===== config.mk =====
export PLATFORM = sky130hd
export DESIGN_NAME = mbox_stager
export DESIGN_NICKNAME = d
export VERILOG_FILES = /design/src/rtl/mbox_pkg.sv /design/src/rtl/mbox_chunk_mem.sv /design/src/rtl/mbox_req_check.sv /design/src/rtl/mbox_resp_gen.sv /design/src/rtl/mbox_stager.sv
export SDC_FILE = /design/constraint.sdc
export NUM_CORES = 2
export LEC_CHECK = 0
export BUFFER_PORTS_ARGS = -buffer_cell sky130_fd_sc_hd__buf_2
export CAP_MARGIN = 20
export CORE_ASPECT_RATIO = 1.5
export CORE_UTILIZATION = 30
export DETAILED_ROUTE_END_ITERATION = 8
export PLACE_DENSITY_LB_ADDON = 0.15
export SYNTH_ARGS = -nofsm -noshare
export SYNTH_HDL_FRONTEND = slang
export SYNTH_HIERARCHICAL = 1
export SYNTH_SLANG_ARGS = --single-unit

===== constraint.sdc =====
create_clock -name clk -period 5.3 [get_ports clk]
set_input_delay 0.265 -clock clk [delete_from_list [all_inputs] [get_ports clk]]
set_output_delay 0.265 -clock clk [all_outputs]
set_load 0.05 [all_outputs]

===== src/rtl/mbox_pkg.sv =====
package mbox_pkg;
  localparam logic [1:0]  RG_CTRL  = 2'd0;
  localparam logic [1:0]  RG_STAT  = 2'd1;
  localparam logic [1:0]  RG_WDATA = 2'd2;
  localparam logic [1:0]  RG_RDATA = 2'd3;
  localparam int          CTL_ABORT_BIT = 0;
  localparam int          CTL_GO_BIT    = 31;
  localparam logic [7:0]  OBJ_STAGE  = 8'h0B;
  localparam logic [31:0] CMD_LOAD   = 32'h3;
  localparam logic [31:0] RESP_DW    = 32'd4;
  localparam logic [31:0] OFF_END    = 32'hFFFF_FFFF;
  localparam logic [31:0] RSP_DONE   = 32'h1;
  localparam logic [31:0] RSP_MORE   = 32'h2;
  localparam int          HDR_DW     = 4;
endpackage


===== src/rtl/mbox_chunk_mem.sv =====
module mbox_chunk_mem #(
  parameter int DEPTH = 64,
  parameter int AW    = $clog2(DEPTH)
) (
  input  logic          clk,
  input  logic          we,
  input  logic [AW-1:0] waddr,
  input  logic [31:0]   wdata,
  input  logic [AW-1:0] raddr,
  output logic [31:0]   rdata
);
  logic [31:0] mem [DEPTH];

  always_ff @(posedge clk) begin
    if (we) mem[waddr] <= wdata;
    rdata <= mem[raddr];
  end
endmodule


===== src/rtl/mbox_req_check.sv =====
module mbox_req_check
  import mbox_pkg::*;
#(
  parameter int          CHUNK_DW  = 64,
  parameter logic [15:0] VENDOR_ID = 16'h1A2B,
  parameter int          AW        = $clog2(CHUNK_DW),
  parameter int          CW        = $clog2(CHUNK_DW + HDR_DW + 2)
) (
  input  logic          clk,
  input  logic          rst,
  input  logic          clr,
  input  logic          wr_dw,
  input  logic [31:0]   wdata,
  output logic          mem_we,
  output logic [AW-1:0] mem_waddr,
  output logic [CW-1:0] cnt,
  output logic          req_ok
);
  localparam int CMAX = CHUNK_DW + HDR_DW + 1;
  localparam int LAST = CHUNK_DW + HDR_DW;

  logic [31:0] hdr_lo, hdr_hi, cmd_lo, cmd_hi;
  logic        hdr_good, cmd_good, len_good;

  always_ff @(posedge clk) begin
    if (rst || clr) begin
      cnt    <= '0;
      hdr_lo <= '0;
      hdr_hi <= '0;
      cmd_lo <= '0;
      cmd_hi <= '0;
    end else if (wr_dw) begin
      case (cnt)
        CW'(0):  hdr_lo <= wdata;
        CW'(1):  hdr_hi <= wdata;
        CW'(2):  cmd_lo <= wdata;
        CW'(3):  cmd_hi <= wdata;
        default: ;
      endcase
      if (cnt != CW'(CMAX)) cnt <= cnt + CW'(1);
    end
  end

  assign mem_we    = wr_dw && !clr && cnt >= CW'(HDR_DW) && cnt < CW'(LAST);
  assign mem_waddr = AW'(cnt - CW'(HDR_DW));

  assign hdr_good = hdr_lo[15:0] == VENDOR_ID && hdr_lo[23:16] == OBJ_STAGE &&
                    hdr_lo[31:24] == 8'h00;
  assign cmd_good = cmd_lo == CMD_LOAD && cmd_hi == 32'h0;
  assign len_good = cnt > CW'(HDR_DW) && cnt <= CW'(LAST) && hdr_hi == 32'(cnt);
  assign req_ok   = hdr_good && cmd_good && len_good;

  assert_cnt_cap_R7: assert property (@(posedge clk) disable iff (rst)
    cnt <= CW'(CMAX));
  assert_clr_restart_R8: assert property (@(posedge clk) disable iff (rst)
    clr |=> cnt == '0);
endmodule


===== src/rtl/mbox_resp_gen.sv =====
module mbox_resp_gen
  import mbox_pkg::*;
#(
  parameter logic [15:0] VENDOR_ID = 16'h1A2B
) (
  input  logic        clk,
  input  logic        rst,
  input  logic        clr,
  input  logic        load,
  input  logic [31:0] ld_off,
  input  logic [31:0] ld_stat,
  input  logic        ack,
  output logic        valid,
  output logic [31:0] dword
);
  logic [1:0]  idx;
  logic [31:0] off_q, stat_q;

  always_ff @(posedge clk) begin
    if (rst || clr) begin
      valid  <= 1'b0;
      idx    <= '0;
      off_q  <= '0;
      stat_q <= '0;
    end else if (load) begin
      valid  <= 1'b1;
      idx    <= '0;
      off_q  <= ld_off;
      stat_q <= ld_stat;
    end else if (ack && valid) begin
      idx <= idx + 2'd1;
      if (idx == 2'd3) valid <= 1'b0;
    end
  end

  always_comb begin
    case (idx)
      2'd0:    dword = {8'h00, OBJ_STAGE, VENDOR_ID};
      2'd1:    dword = RESP_DW;
      2'd2:    dword = off_q;
      default: dword = stat_q;
    endcase
  end

  assert_ack_step_R4: assert property (@(posedge clk) disable iff (rst)
    (valid && ack && !clr && !load && idx != 2'd3) |=>
      (valid && idx == $past(idx) + 2'd1));
  assert_ack_last_R4: assert property (@(posedge clk) disable iff (rst)
    (valid && ack && !clr && !load && idx == 2'd3) |=> !valid);
endmodule


===== src/rtl/mbox_stager.sv =====
module mbox_stager
  import mbox_pkg::*;
#(
  parameter int          CHUNK_DW  = 64,
  parameter logic [15:0] VENDOR_ID = 16'h1A2B,
  parameter int          CHUNK_AW  = $clog2(CHUNK_DW),
  parameter int          CNT_W     = $clog2(CHUNK_DW + 1)
) (
  input  logic                clk,
  input  logic                rst,
  input  logic [3:0]          bus_addr,
  input  logic                bus_wr,
  input  logic [31:0]         bus_wdata,
  input  logic                bus_rd,
  output logic [31:0]         bus_rdata,
  input  logic [31:0]         img_bytes,
  input  logic                redo_chunk,
  input  logic [CHUNK_AW-1:0] chunk_raddr,
  output logic [31:0]         chunk_rdata,
  output logic [CNT_W-1:0]    chunk_dwords
);
  localparam int CW = $clog2(CHUNK_DW + HDR_DW + 2);

  logic [1:0]          reg_sel;
  logic                abort_fire, go_fire, wd_fire, ack_fire;
  logic                st_ready, st_err;
  logic [31:0]         cur_off, sum_off, rsp_off, rsp_stat;
  logic                req_ok, resp_valid, reach_end;
  logic [31:0]         resp_dword;
  logic                mem_we;
  logic [CHUNK_AW-1:0] mem_waddr;
  logic [CW-1:0]       cnt;
  logic [CW-1:0]       pay_dw;
  logic                unused_bits;

  assign reg_sel     = bus_addr[3:2];
  assign unused_bits = ^{bus_addr[1:0], bus_wdata[30:1]};
  assign abort_fire  = bus_wr && reg_sel == RG_CTRL && bus_wdata[CTL_ABORT_BIT];
  assign go_fire     = bus_wr && reg_sel == RG_CTRL && bus_wdata[CTL_GO_BIT] && !abort_fire;
  assign wd_fire     = bus_wr && reg_sel == RG_WDATA;
  assign ack_fire    = bus_wr && reg_sel == RG_RDATA;

  mbox_req_check #(
    .CHUNK_DW (CHUNK_DW),
    .VENDOR_ID(VENDOR_ID),
    .AW       (CHUNK_AW),
    .CW       (CW)
  ) u_chk (
    .clk      (clk),
    .rst      (rst),
    .clr      (abort_fire || go_fire),
    .wr_dw    (wd_fire),
    .wdata    (bus_wdata),
    .mem_we   (mem_we),
    .mem_waddr(mem_waddr),
    .cnt      (cnt),
    .req_ok   (req_ok)
  );

  mbox_chunk_mem #(.DEPTH(CHUNK_DW), .AW(CHUNK_AW)) u_mem (
    .clk  (clk),
    .we   (mem_we),
    .waddr(mem_waddr),
    .wdata(bus_wdata),
    .raddr(chunk_raddr),
    .rdata(chunk_rdata)
  );

  assign pay_dw    = cnt - CW'(HDR_DW);
  assign sum_off   = cur_off + (32'(pay_dw) << 2);
  assign reach_end = !redo_chunk && sum_off >= img_bytes;
  assign rsp_off   = redo_chunk ? cur_off : (reach_end ? OFF_END : sum_off);
  assign rsp_stat  = reach_end ? RSP_DONE : RSP_MORE;

  mbox_resp_gen #(.VENDOR_ID(VENDOR_ID)) u_rsp (
    .clk    (clk),
    .rst    (rst),
    .clr    (abort_fire || (go_fire && !req_ok)),
    .load   (go_fire && req_ok),
    .ld_off (rsp_off),
    .ld_stat(rsp_stat),
    .ack    (ack_fire),
    .valid  (resp_valid),
    .dword  (resp_dword)
  );

  always_ff @(posedge clk) begin
    if (rst || abort_fire) begin
      st_ready     <= 1'b0;
      st_err       <= 1'b0;
      cur_off      <= '0;
      chunk_dwords <= '0;
    end else if (go_fire) begin
      st_ready <= 1'b1;
      st_err   <= !req_ok;
      if (req_ok) begin
        chunk_dwords <= CNT_W'(pay_dw);
        if (!redo_chunk) cur_off <= reach_end ? img_bytes : sum_off;
      end
    end else if (wd_fire) begin
      st_ready <= 1'b0;
      st_err   <= 1'b0;
    end
  end

  always_ff @(posedge clk) begin
    if (rst) begin
      bus_rdata <= '0;
    end else if (bus_rd) begin
      case (reg_sel)
        RG_STAT:  bus_rdata <= {st_ready, 28'h0, st_err, 2'b00};
        RG_RDATA: bus_rdata <= resp_valid ? resp_dword : 32'h0;
        default:  bus_rdata <= 32'h0;
      endcase
    end
  end

  assert_abort_idle_R1: assert property (@(posedge clk) disable iff (rst)
    abort_fire |=> (!st_ready && !st_err && !resp_valid && cur_off == '0));
  assert_err_has_ready_R2: assert property (@(posedge clk) disable iff (rst)
    st_err |-> st_ready);
  assert_bad_noreply_R7: assert property (@(posedge clk) disable iff (rst)
    (go_fire && !req_ok) |=> (st_err && !resp_valid && $stable(cur_off)));
  assert_redo_hold_R6: assert property (@(posedge clk) disable iff (rst)
    (go_fire && req_ok && redo_chunk) |=> $stable(cur_off));
  assert_abort_wins_R10: assert property (@(posedge clk) disable iff (rst)
    (bus_wr && reg_sel == RG_CTRL && bus_wdata[0] && bus_wdata[31]) |=> !st_ready);
endmodule


### After elaboration in Yosys (flattened, before gate mapping)

Memories as Yosys holds them, arrays and structs flattened. A register that Yosys moved wholly into a read port is not among the register bits.
Cells that the tools add are included.
Widths: inputs -> output; s select.

| storage, ports and cells | value |
|---|---|
| bits in registers | 275 |
| RAM bits | 2048 |
| bits of input ports | 79 |
| output and inout bits | 71 |
| logic and storage cells | 100 |
| memories | 1 |

| operators by class | value |
|---|---|
| add/subtract/negate cells | 4 |
| order comparisons | 5 |
| eq/ne operators | 14 |
| multiplexer cells | 15 |
| bitwise logic cells | 1 |
| reduce and logical (&&, ||, !) cells | 46 |

Memories:

| name | depth | bits a word | rd ports | clocked after Yosys merged registers in | wr ports | RTL line | source |
|---|---|---|---|---|---|---|---|
| u_mem.mem | 64 | 32 | 1 | 1 | 1 | mbox_chunk_mem.sv:12 | `logic [31:0] mem [DEPTH];` |

Operator list:

| operator | count |
|---|---|
| $mux 32 | 4 |
| $pmux 32 s3 | 1 |
| $pmux 32 s2 | 1 |
| $add 32x9->32 | 1 |
| $eq 32x2->1 const B | 1 |
| $eq 32x7->1 | 1 |
| $ge 32x32->1 | 1 |
| $logic_not 32->1 | 1 |
| $logic_and 1x1->1 | 20 |
| $eq 16x13->1 const B | 1 |
| $eq 7x2->1 const B | 2 |
| $reduce_and 2->1 | 7 |
| $eq 2x2->1 const B | 4 |
| $eq 8x4->1 const B | 1 |
| $logic_not 8->1 | 1 |
| $mux 1 | 8 |
| $add 7x1->7 const B | 1 |
| $eq 7x1->1 const B | 1 |
| $ge 7x3->1 const B | 1 |
| $gt 7x3->1 const B | 1 |
| $le 7x7->1 const B | 1 |
| $logic_not 7->1 | 1 |
| $lt 7x7->1 const B | 1 |
| $ne 7x7->1 const B | 1 |
| 11 further kinds | 22 |

### Logic depth before layout (Yosys ltp)

| depth | value |
|---|---|
| depth in word-level cells | 12 |
| gate-level depth with buffers | 22 |
| gate-level depth less buffers | 21 |

### Cells and area by module

Netlist, hierarchy kept.

Modules (own cells, without submodules):

| module | times used | cells an instance | area an instance (µm²) | sequential area each (µm²) |
|---|---|---|---|---|
| mbox_chunk_mem | 1 | 3324 | 78515.3 | 62139.6 |
| mbox_stager | 1 | 719 | 5372.7 | 1461.4 |
| mbox_req_check | 1 | 681 | 5347.6 | 2702.6 |
| mbox_resp_gen | 1 | 332 | 2946.6 | 1341.3 |

### Least setup slack after synthesis

No wires, ideal clock.

| path | value |
|---|---|
| kind | register to register |
| start point | reg u_chk.cnt[4] |
| end point | mem u_mem.mem[48][0] (enable) |
| arrival | 4.309 ns |
| required time | 4.839 ns |
| slack | 0.530 ns |
| stages on the path, launching flop included | 8 |
| period minus slack after synthesis | 4.770 ns |
| path through | dfxtp_1 -> buf_2 -> or4_1 -> nand2_1 -> nor4bb_1 -> nor2b_1 -> nand4b_1 -> nor3_1 |

| on the way | value |
|---|---|
| longest elaborated chain between the ends | 5 |
| elaborated cells between the ends (all ways) | 7 |
| those cells by class | add/sub: 1; order compare: 2; mux: 2; reduce/logical: 2 |

RTL lines:

| element | RTL line | source |
|---|---|---|
| from (decl) | mbox_req_check.sv:16 | `output logic [CW-1:0] cnt,` |
| from (signal assigned) | mbox_req_check.sv:40 | `if (cnt != CW'(CMAX)) cnt <= cnt + CW'(1);` |
| $ge 7x3->1 | mbox_req_check.sv:44 | `assign mem_we = wr_dw && !clr && cnt >= CW'(HDR_DW) && cnt < CW'(LAST);` |
| $logic_and 1x1->1 | mbox_req_check.sv:44 |  |
| $logic_and 1x1->1 * | mbox_req_check.sv:44 |  |
| net mem_we | mbox_stager.sv:30 | `logic mem_we;` |
| $mux 1 * | mbox_chunk_mem.sv:15 | `if (we) mem[waddr] <= wdata;` |
| $mux 1 (not written as such) * | mbox_chunk_mem.sv:15 |  |
| to (decl) | mbox_chunk_mem.sv:12 |  |

The timed path passes the listed nets; every way through them passes the cells marked *.

### Worst setup path in the final report

| path | value |
|---|---|
| start point | reg u_chk.cnt[2] |
| end point | reg u_rsp.off_q[31] |

| on the way | value |
|---|---|
| elaborated cells between the ends (all ways) | 17 |
| those cells by class | add/sub: 2; order compare: 3; eq/ne: 1; mux: 2; reduce/logical: 9 |

RTL lines:

| element | RTL line | source |
|---|---|---|
| $sub 7x3->7 * | n/a |  |
| net pay_dw[2] | mbox_stager.sv:33 | `logic [CW-1:0] pay_dw;` |
| $add 32x9->32 * | mbox_stager.sv:70 | `assign sum_off = cur_off + (32'(pay_dw) << 2);` |
| $ge 32x32->1 | mbox_stager.sv:71 | `assign reach_end = !redo_chunk && sum_off >= img_bytes;` |
| $logic_and 1x1->1 | mbox_stager.sv:71 |  |
| $mux 32 * (2 in a row) | mbox_stager.sv:72 | `assign rsp_off = redo_chunk ? cur_off : (reach_end ? OFF_END : sum_off);` |
| net rsp_off[31] | mbox_stager.sv:27 | `logic [31:0] cur_off, sum_off, rsp_off, rsp_stat;` |
| to (signal assigned) | mbox_resp_gen.sv:28 | `off_q <= ld_off;` |
| to (decl) | mbox_resp_gen.sv:17 | `logic [31:0] off_q, stat_q;` |

Marked as above.
A chain may end at the register's enable or synchronous reset.

==> results.py <==
metrics = {
    "global_routing": {
        "grt_pass1_vias": 50780,
        "grt_max_degree": 85,
        "grt_pass1_wl_mm": 394.2,
        "grtUsageTotal": 0.1804,
        "antenna_found_initial": 11,
        "overflow": 0,
    },
    "placement": {
        "pre_cts_slack_ns": 0.3321,
        "io_buffer_count": 147,
        "place_area_sq_mm": 0.09959,
        "place.gp.congestion": 0.8555,
        "dp.cells": 9163,
        "hpwl_mm": 160.9,
    },
    "die": {
        "boundaryPins": 150,
        "core_sq_mm": 0.3050,
        "die_w_microns": 454.6,
        "rows": 248,
        "die_h_microns": 680.9,
        "floorplan.initialDensity": 0.3022,
        "fp.dieArea_sq_mm": 0.3095,
    },
    "layout": {
        "final_nets": 5585,
        "finalNonFillerCells": 9669,
        "final_area_sq_mm": 0.1076,
        "drive_gt1_frac": 0.2420,
        "area_growth_syn_to_layout_pct": 16.68,
        "fill_cells": 28690,
        "final_util": 0.3526,
    },
    "synthesis": {
        "synth.top_cells.by_count": "edfxtp_1 (2048), mux4_2 (544), nand2_1 (378)",
        "yosysMostFrequentCell": "edfxtp_1",
        "ys_seq_area_frac": 0.7338,
        "syn_avg_cell_area_sq_um": 18.23,
        "synth_top_cell_by_area": "edfxtp_1",
        "synth_area_sq_mm": 0.09218,
        "synth_area_leaders": "edfxtp_1 (67%), mux4_2 (13%), dfxtp_1 (6.7%), mux2i_1 (1.8%), a21oi_1 (1.6%)",
        "synthArstFlopShare": 0,
        "synth_top_flop_cell": "edfxtp_1",
        "synth.distinct_cells": 88,
        "synth.ff_latch_count": 2355,
        "synth-edff-count": 2048,
        "yosys_warnings": 6,
        "netlist.area_leader.share": 0.6671,
        "synth_cells": 5056,
    },
    "clocking": {
        "root_buffer": "clkbuf_16",
        "cts_buffers": 241,
        "cts_tree": "done",
        "cts.clk_slew.worst_paths_ns": 0.07,
        "clk_latency_ns": 0.91,
        "clock-sinks": 2355,
        "post-cts-setup-buffer-count": 0,
        "clockBufferDepth": 4,
        "htree_num_levels": 4,
    },
    "detailed_routing": {
        "drt_wl_total_mm": 280.8,
        "drtAntennaViolNets": 0,
        "detail_route.iter0.violations": 3926,
        "via_per_inst": 5.043,
        "route.vias.total": 48760,
        "dr.pass1.iters": 8,
        "drc_errors": 0,
        "avgRoutedWirePerCell_microns": 29.04,
    },
    "sta": {
        "finClkSkew_ns": 0.06752,
        "rsz0062_at_grt": "no",
        "tightest_slew_ns": 1.095,
        "max_freq_mhz": 202.2,
        "finalMaxSlewViolations": 0,
        "relSlewSlack": 0.2700,
        "min_period_over_period": 0.9329,
        "fin_crit_ns": 4.944,
        "hold_violations": 0,
        "finalSetupTns_ns": 0,
        "holdWs_ns": 0.05757,
        "setup_violations": 0,
        "layout_setup_ws_ns": 0.3555,
    },
    "power_and_ir_drop": {
        "peakVddDrop_v": 0.0002525,
        "power_density_mw_per_mm2": 359.9,
        "finalPower_mw": 38.71,
        "p_leak_nw": 33.95,
    },
    "setup_path": {
        "cp_max_fo": 14,
        "cp-start-kind": "flip-flop",
        "cp_data_arrival_time_ns": 5.79,
        "required_ns": 6.14,
        "worst-setup-path-type": "reg -> reg",
        "cp-end-kind": "flip-flop",
    },
    "outcome": {
        "outcome": "completed",
    },
    "job": {
        "maxCapViolCount": 0,
    },
    "min_path": {
        "hold_path.class": "in -> reg",
    },
}
## final timing paths
path,from,depth (start not counted),slack (ns),to
min,bus_wdata[20],2,0.06,u_mem/mem[33][20]
max,u_chk/cnt[2],20,0.36,u_rsp/off_q[31]
min reg2reg,u_chk/hdr_lo[19],2,0.46,u_chk/hdr_lo[19]
max reg2reg,u_chk/cnt[2],20,0.36,u_rsp/off_q[31]
## layer usage
metal / track usage / vias up / share of wire
li1: - / 20990 / -
met2: 0.3250 / 1193 / 0.53
met4: 0.06265 / 2 / 0.036
met1: 0.2192 / 26200 / 0.39
met3: 0.02378 / 376 / 0.045
met5: 0 / - / 0.000061
## critical path: stages (launching register included)
cell	delay, ns
dfxtp_1	0.32
inv_1	0.08
ha_1	0.23
xor2_1	0.23
ha_1	0.33
a21oi_1	0.23
o211ai_2	0.17
a31o_2	0.37
and2_0	0.27
xor2_1	0.18
ha_1	0.31
nand4_1	0.16
nor3_2	0.23
or4b_4	0.52
a31o_2	0.30
nand2_1	0.24
buf_4	0.28
nor3_1	0.07
a21oi_1	0.16
mux2i_1	0.09
nor2_1	0.09
## cell families after synthesis
family          after synthesis  share of synthesized area
mux                         712                     0.1512
compound gates              606                    0.03967
flops                      2355                     0.7338
other cells                   1                 0.00004068
simple gates                914                    0.04495
fa+ha+maj                    54                   0.007411
buf+inv                     371                    0.01885
xor+xnor                     43                   0.004085
## flip-flops by register name, summed over array words and instances, names as in the netlist, 7 cells and up
register      flops
cur_off          32
u_chk/hdr_hi     32
chunk_dwords      7
u_chk/hdr_lo     32
u_mem/rdata      32
u_chk/cmd_lo     32
u_rsp/stat_q     32
u_rsp/off_q      32
bus_rdata        32
u_chk/cnt         7
u_chk/cmd_hi     32
u_mem/mem      2048
## cell type report
cell class | count | area, sq um | share of cell area
tap | 4000 | 5005 | 0.04653
timing repair buffer | 426 | 3737 | 0.03475
multi-input combinational | 2359 | 23410 | 0.2177
inverter | 69 | 261.5 | 0.002431
clock buffer | 303 | 6431 | 0.05979
antenna | 24 | 60.06 | 0.0005584
clock inverter | 133 | 1011 | 0.009399
sequential | 2355 | 67640 | 0.6289
## power by group
group          switching, mW  internal (mW)
registers             0.0293           20.2
logic                   1.42          0.642
clock network           7.28           9.17
## timing repair
item,CTS,global route
gates resized for setup,0,1
endpoints found under the setup margin,0,5
hold endpoints to repair,86,0
hold buffers,45,0
## layout by cell type, fill, tap and decap left out, types with 44 or more instances in the layout
cell | synthesis | final
clkinv_1 | 1 | 50
nor2_4 | 0 | 62
buf_4 | 32 | 175
nor2_1 | 274 | 211
buf_12 | 0 | 59
clkbuf_1 | 134 | 48
nand2_1 | 378 | 378
o21ai_0 | 44 | 44
buf_2 | 95 | 141
dlygate4sd3_1 | 0 | 45
clkbuf_16 | 0 | 245
inv_1 | 68 | 67
a21oi_1 | 297 | 296
clkinv_2 | 0 | 51
dfxtp_1 | 307 | 307
nor2b_1 | 47 | 46
mux2i_1 | 167 | 167
o22ai_1 | 86 | 86
ha_1 | 53 | 52
edfxtp_1 | 2048 | 2048
mux4_2 | 544 | 544
(Power assumes the default switching activity.)
